==> src/rtl/tmul_pkg.sv <==
package tmul_pkg;
  localparam int TILE_AW = 3;
  localparam int TILE_BW = 2;
  localparam int TILE_QW = 4;
  localparam int TILE_MAX = 13;

  function automatic int round_up(input int w, input int step);
    return ((w + step - 1) / step) * step;
  endfunction
endpackage

==> src/rtl/tmul_tile.sv <==
module tmul_tile
  import tmul_pkg::*;
(
  input  logic [TILE_AW-1:0] x,
  input  logic [TILE_BW-1:0] y,
  output logic [TILE_QW-1:0] q
);
  logic [TILE_QW-1:0] w1, w2, w4;

  always_comb begin
    w1 = TILE_QW'(x[0] & y[0]);
    w2 = TILE_QW'(x[1] & y[0]) + TILE_QW'(x[0] & y[1]);
    w4 = TILE_QW'(x[2] & y[0]) + TILE_QW'(x[1] & y[1]);
    q  = w1 + (w2 << 1) + (w4 << 2);
  end

  always_comb begin
    assert_tile_bound_R3: assert (q <= TILE_QW'(TILE_MAX))
      else $error("tile result above 13");
  end
endmodule

==> src/rtl/tmul_array.sv <==
module tmul_array
  import tmul_pkg::*;
#(
  parameter int A_W = 6,
  parameter int B_W = 4
) (
  input  logic [A_W-1:0]     a,
  input  logic [B_W-1:0]     b,
  output logic [A_W+B_W-1:0] p
);
  localparam int AP = round_up(A_W, TILE_AW);
  localparam int BP = round_up(B_W, TILE_BW);
  localparam int NI = AP / TILE_AW;
  localparam int NJ = BP / TILE_BW;
  localparam int PW = AP + BP;
  localparam int OW = A_W + B_W;

  logic [AP-1:0] ap;
  logic [BP-1:0] bp;
  logic [TILE_QW-1:0] tq [NI][NJ];
  logic               cv [NI][NJ];
  logic [PW-1:0]      acc;

  assign ap = AP'(a);
  assign bp = BP'(b);

  for (genvar i = 0; i < NI; i++) begin : g_row
    for (genvar j = 0; j < NJ; j++) begin : g_col
      tmul_tile u_tile (
        .x(ap[TILE_AW*i +: TILE_AW]),
        .y(bp[TILE_BW*j +: TILE_BW]),
        .q(tq[i][j])
      );
      // covering term for the dropped top bit-product of this tile
      assign cv[i][j] = ap[TILE_AW*i + TILE_AW-1] & bp[TILE_BW*j + TILE_BW-1];
    end
  end

  always_comb begin
    acc = '0;
    for (int i = 0; i < NI; i++) begin
      for (int j = 0; j < NJ; j++) begin
        acc = acc + (PW'(tq[i][j]) << (TILE_AW*i + TILE_BW*j))
                  + (PW'(cv[i][j]) << (TILE_AW*i + TILE_BW*j + 3));
      end
    end
  end

  assign p = acc[OW-1:0];

  always_comb begin
    assert_exact_R1: assert (acc == PW'(PW'(ap) * PW'(bp)))
      else $error("tile sum differs from product");
    assert_pad_zero_R4: assert ((acc >> OW) == '0)
      else $error("padding produced high product bits");
  end
endmodule

==> src/rtl/tmul_top.sv <==
module tmul_top
  import tmul_pkg::*;
#(
  parameter int A_W     = 6,
  parameter int B_W     = 4,
  parameter bit REG_OUT = 1'b1
) (
  input  logic               clk,
  input  logic               rst,
  input  logic [A_W-1:0]     a,
  input  logic [B_W-1:0]     b,
  output logic [A_W+B_W-1:0] p
);
  localparam int OW = A_W + B_W;

  logic [OW-1:0] prod;

  tmul_array #(.A_W(A_W), .B_W(B_W)) u_array (
    .a(a),
    .b(b),
    .p(prod)
  );

  if (REG_OUT) begin : g_reg
    logic [OW-1:0] p_q;
    always_ff @(posedge clk) begin
      if (rst) p_q <= '0;
      else     p_q <= prod;
    end
    assign p = p_q;

    assert_reset_R7: assert property (@(posedge clk) rst |=> (p == '0))
      else $error("output not cleared by reset");
    assert_latency_R6: assert property (@(posedge clk) disable iff (rst)
      1'b1 |=> (p == OW'(OW'($past(a)) * OW'($past(b)))))
      else $error("registered product wrong");
  end else begin : g_comb
    assign p = prod;
  end
endmodule

==> config.mk <==
export PLATFORM = sky130hd
export DESIGN_NAME = tmul_top
export DESIGN_NICKNAME = d
export VERILOG_FILES = /design/src/rtl/tmul_pkg.sv /design/src/rtl/tmul_tile.sv /design/src/rtl/tmul_array.sv /design/src/rtl/tmul_top.sv
export SDC_FILE = /design/constraint.sdc
export NUM_CORES = 1
export LEC_CHECK = 0
export BUFFER_PORTS_ARGS = -buffer_cell sky130_fd_sc_hd__buf_4
export CORE_MARGIN = 4
export CORE_UTILIZATION = 47
export CTS_CLUSTER_DIAMETER = 150
export DETAILED_ROUTE_END_ITERATION = 7
export PLACE_DENSITY = 0.79
export SLEW_MARGIN = 15
export SYNTH_ARGS = -nofsm -noshare
export SYNTH_HDL_FRONTEND = slang
export SYNTH_SLANG_ARGS = --single-unit
==> constraint.sdc <==
create_clock -name clk -period 3.55 [get_ports clk]
set_input_delay 0.71 -clock clk [delete_from_list [all_inputs] [get_ports clk]]
set_output_delay 0.71 -clock clk [all_outputs]
set_load 0.05 [all_outputs]
==> flow_summary.toml, run 1 <==
[outcome]
status = "complete, no violations"

[synthesis]
yosys.area.top_type = "dfxtp_1"
synth_seq_cells = 10
postSynthCellCount = 96
yosysUniqueCellTypes = 24
yosys_warnings = 0
synth_area_leaders = "dfxtp_1 21%, fa_1 21%, ha_1 21%"
mappedNetlistNets = 134
netlist_area_um2 = 952
synth_top_area_frac = 0.210
synth-seq-area-share = 0.210
synth.avg_cell_area_um2 = 9.92

[global_routing]
grt_first_pass_wirelength_mm = 2.90
antenna_found_initial = 0
grt_overflow = 0
grt_max_degree = 16
first_global_vias = 699
grt_usage = 0.141

[floorplan]
start_util = 0.490
num_io_pins = 22
rows = 16
die_h_um = 53.0
core_um2 = 1940
die_area_um2 = 2810
dieWidth_um = 53.0

[worst_setup_path]
crit_path_end_kind = "flop"
critPathLaunchType = "primary input"
cp_top_family = "adder cells"
cp_cell_sequence = "buf_4, and2_1, ha_1, fa_1, fa_1, fa_2, fa_2, a21o_2, a21oi_2, mux2_4"
arrival_ns = 3.62
cp_num_buf_inv = 1
crit_required_ns = 3.69
crit_fanout = 3
crit_type = "primary input to flop"
critical-path-max-stage-delay_ns = 0.54
crit_slowest_cell = "fa_1"

[timing]
slew_viol_final = 0
final.min_clock_period_ns = 3.49
max_slew_margin = 0.792
rsz0062_at_grt = "no"
worst_pin_slew_ns = 0.310
setup_tns_ns = 0
min_period_over_period = 0.983
hold_viol_final = 0
setup_violations = 0
fmax_ghz = 0.287

[finish]
nNetsFinal = 171
layout-drive-gt1-share = 0.389
nFillCells = 155
antenna_cells = 0
seqCellArea_um2 = 200
areaGrowthSynthToFinish_pct = 41.7
multi_input_area_um2 = 815
fin_area_um2 = 1350
final_core_util = 0.695
largest_register_ffs = 10
final_common_cell = "buf_4"
final_cell_mix = "33 x buf_4, 15 x and2_1, 10 x ha_1, 10 x dfxtp_1, 8 x inv_1"

[clock_network]
postCtsSetupRepairBufs = 0
cts.sinks = 10
htree_levels = 1
cts_tree = "done"
root_buffer = "clkbuf_4"
clk_pin_slew_ns = 0.06
cts_buffers = 3
cts.path.max_buffers = 2

[detailed_routing]
wl_per_cell_um = 11.6
drtAntennaViolNets = 0
dr_total_vias = 753
via_per_inst = 4.77
drcViolationCount = 0
wirelength_mm = 1.84
drt-initial-drc-count = 3
first_pass_iters = 3

[place]
placed_cell_area_um2 = 1280
io_buffers = 21
place.gp.congestion = 0.878
dp_hpwl_mm = 1.58

[pwr]
finalPower_mw = 0.491
ir_drop_mv = 0.233
power_density_nw_per_um2 = 364
p_leak_nw = 0.654

[min_path]
hold_class = "primary input to flop"

[flow_run]
cap_violations = 0
## kinds of logic after synthesis
family | count (synthesis) | share of synthesized area
XOR/XNOR | 1 | 0.00920
flip-flops | 10 | 0.210
multiplexers | 1 | 0.0118
AO/OA/AOI/OAI | 7 | 0.0512
AND/OR/NAND/NOR | 42 | 0.260
adder cells (fa/ha/maj) | 26 | 0.420
buffers and inverters | 9 | 0.0368
## path summary, 6_finish.rpt
| kind | from | to | depth (start not counted) |
|---|---|---|---|
| setup / recovery | a[1] | p[8] | 10 |
| hold / removal | a[0] | p[0] | 3 |
## synth_stat cells
cell type	instances
nor3b_1	1
buf_2	1
nor2_1	4
mux2_2	1
nand2_1	6
fa_1	10
xnor2_1	1
nor4bb_1	1
a21oi_1	1
a211oi_1	2
or4_1	1
dfxtp_1	10
nor2b_1	6
o21ai_1	1
nand2b_1	1
and2_1	18
ha_1	16
o211ai_1	1
nor4b_1	1
nor3_1	2
inv_1	8
a21o_1	1
or4b_1	1
a21o_2	1
## layout make-up
cell class,count,area share
Clock buffer,3,0.0167
Inverter,8,0.0223
Multi-Input combinational cell,77,0.604
Sequential cell,10,0.148
Tap cell,27,0.0250
Timing Repair Buffer,33,0.184
## power breakdown
part	total (mW)	switching [mW]	internal (mW)
clock	0.0710	0.0322	0.0388
combinational	0.285	0.158	0.128
sequential	0.135	0.00404	0.131
## routing by layer
metal  routed length [µm]  vias up  GRT usage
met5                    0        -          0
li1                     -      389          -
met1                  849      350      0.185
met3                   55        0          0
met4                    0        0     0.0638
met2                  931       14      0.242
## per-stage QoR
step	cells	setup WS [ns]	hold WS [ns]
after global routing	158	0.000623	0.733
after detailed placement	155	-0.226	0.970
after floorplan	96	-0.00895	0.824
final	158	0.0609	0.705
after CTS	158	0.0369	0.704
after global placement	155	-0.181	0.960
## worst min-delay path: stages
cell and delay, ns:
buf_4 0.12, nand2_1 0.06, nor2_1 0.03
## repair_timing
item	in CTS	in global routing
hold buffers	0	0
gates resized for setup	0	9
setup endpoints to repair	0	3
(Power assumes the default switching activity.)
==> run 2, diff against run 1 <==
--- a/config.mk
+++ b/config.mk
@@ -9,8 +9,9 @@
 export CORE_MARGIN = 4
 export CORE_UTILIZATION = 47
 export CTS_CLUSTER_DIAMETER = 150
+export CTS_CLUSTER_SIZE = 14
 export DETAILED_ROUTE_END_ITERATION = 7
-export PLACE_DENSITY = 0.79
+export PLACE_DENSITY_LB_ADDON = 0.1
 export SLEW_MARGIN = 15
 export SYNTH_ARGS = -nofsm -noshare
 export SYNTH_HDL_FRONTEND = slang
==> flow_summary.toml, run 2 (synthesis results as in run 1) <==
[clock_network]
root_buffer = "clkbuf_4"
cts_buffers = 3
clk_pin_slew_ns = 0.07
cts.sinks = 10
ctsHoldBuffers = 0
cts.path.max_buffers = 2
cts_tree = "done"
htree_levels = 1

[finish]
antenna_cells = 0
nNetsFinal = 172
final_cell_mix = "33 x buf_4, 13 x and2_1, 10 x dfxtp_1"
layoutNonFillerInstCount = 160
final_common_cell = "buf_4"
multi_input_area_um2 = 837
nFillCells = 161
layout-drive-gt1-share = 0.451
seqCellArea_um2 = 200
areaGrowthSynthToFinish_pct = 46.6
largest_register_ffs = 10

[place]
dp.cells = 155
dp_hpwl_mm = 1.56
io_buffers = 21
place.gp.congestion = 0.753

[pwr]
ir_drop_mv = 0.275
power_density_nw_per_um2 = 378
p_comb_frac = 0.546
swShare = 0.388
sequentialPowerShare = 0.257
internal_power_mw = 0.323
clkPwrFrac = 0.197
p_leak_nw = 0.666
switching_power_mw = 0.205

[min_path]
hold_class = "primary input to flop"
holdPathEnd = "p[0]"
min_path_cells = 3
worstHoldStart = "a[0]"

[flow_run]
cap_violations = 0

[global_routing]
first_global_vias = 751
grt_max_degree = 16
grt_usage = 0.153
grt_overflow = 0
grt_first_pass_wirelength_mm = 3.16
antenna_found_initial = 0

[floorplan]
rows = 16
die_area_um2 = 2810
start_util = 0.490
num_io_pins = 22
dieWidth_um = 53.0
core_um2 = 1940
die_h_um = 53.0

[detailed_routing]
dr_total_vias = 773
via_per_inst = 4.83
drtAntennaViolNets = 0
drt-initial-drc-count = 14
drt-met1-wl_um = 896
maxUsedRoutingLayer = "met3"
first_pass_iters = 4
dr_wl_met2_um = 962
drcViolationCount = 0
wl_met3_um = 69
wl_per_cell_um = 12.1
wirelength_mm = 1.93

[worst_setup_path]
critical-path-max-stage-delay_ns = 0.59
cp_common_cell = "ha_4"
critPathLaunchType = "primary input"
arrival_ns = 3.66
cp_cell_sequence = "buf_4, and2_4, ha_4, fa_1, fa_1, ha_4, ha_4, fa_2, a21o_2, a21oi_2, mux2_4"
crit_fanout = 4
crit_slowest_cell = "fa_1"
crit_required_ns = 3.71
crit_path_end_kind = "flop"
crit_type = "primary input to flop"

[timing]
max_slew_margin = 0.780
setup_violations = 0
final.min_clock_period_ns = 3.50
hold_viol_final = 0
slew_viol_final = 0
min_period_over_period = 0.987
worst_pin_slew_ns = 0.329
fmax_ghz = 0.285
hold_ws_ns = 0.700

[outcome]
status = "complete, no violations"
==> run 2: metal layers <==
metal	global-route usage	up-vias
li1	-	395
met3	0.0141	0
met5	0	-
met4	0.0766	0
met1	0.206	366
met2	0.244	12
==> run 2: what timing repair did <==
| item | CTS | global route |
|---|---|---|
| buffers inserted | 0 | 1 |
| gates resized for setup | 0 | 17 |
| endpoints found under the setup margin | 0 | 3 |
==> run 2: worst max-delay path by stage <==
stage          startpoint  endpoint
2_1_floorplan        b[0]      p[8]
3_3_place_gp         b[0]      p[8]
3_5_place_dp         b[0]      p[8]
4_1_cts              b[0]      p[8]
5_1_grt              a[1]      p[8]
6_report             a[0]      p[8]
==> run 2: power groups by stage <==
stage / Clock [mW] / Sequential (mW) / Combinational [mW]
4_1_cts: 0.106 / 0.136 / 0.273
3_3_place_gp: 0 / 0.138 / 0.266
5_1_grt: 0.113 / 0.137 / 0.320
2_1_floorplan: 0 / 0.204 / 0.120
3_5_place_dp: 0 / 0.138 / 0.270
6_report: 0.104 / 0.136 / 0.289
==> run 2: cell type report <==
class                           count  share of cell area
Clock buffer                        4              0.0260
Inverter                            8              0.0215
Multi-Input combinational cell     77               0.599
Sequential cell                    10               0.143
Tap cell                           27              0.0242
Timing Repair Buffer               34               0.185
==> run 2: through the flow <==
stage / area (µm²) / setup WS (ns) / TNS (ns) / utilization / power (mW)
after floorplan: 1000 / -0.00895 / -0.00895 / - / 0.324
after global placement: 1280 / -0.206 / -0.487 / 0.659 / 0.404
after detailed placement: 1280 / -0.251 / -0.604 / 0.659 / 0.408
after CTS: 1320 / 0.0255 / 0 / 0.677 / 0.515
after global routing: 1400 / -0.0331 / -0.0331 / 0.719 / 0.570
final: 1400 / 0.0460 / 0 / 0.719 / 0.528
==> run 2: critical path, delay by kind of cell <==
kind	cells	cell delay [ns]
AND/OR/NAND/NOR	1	0.16
buffers and inverters	1	0.13
adder cells (fa/ha/maj)	6	1.98
multiplexers	1	0.31
AO/OA/AOI/OAI	2	0.35
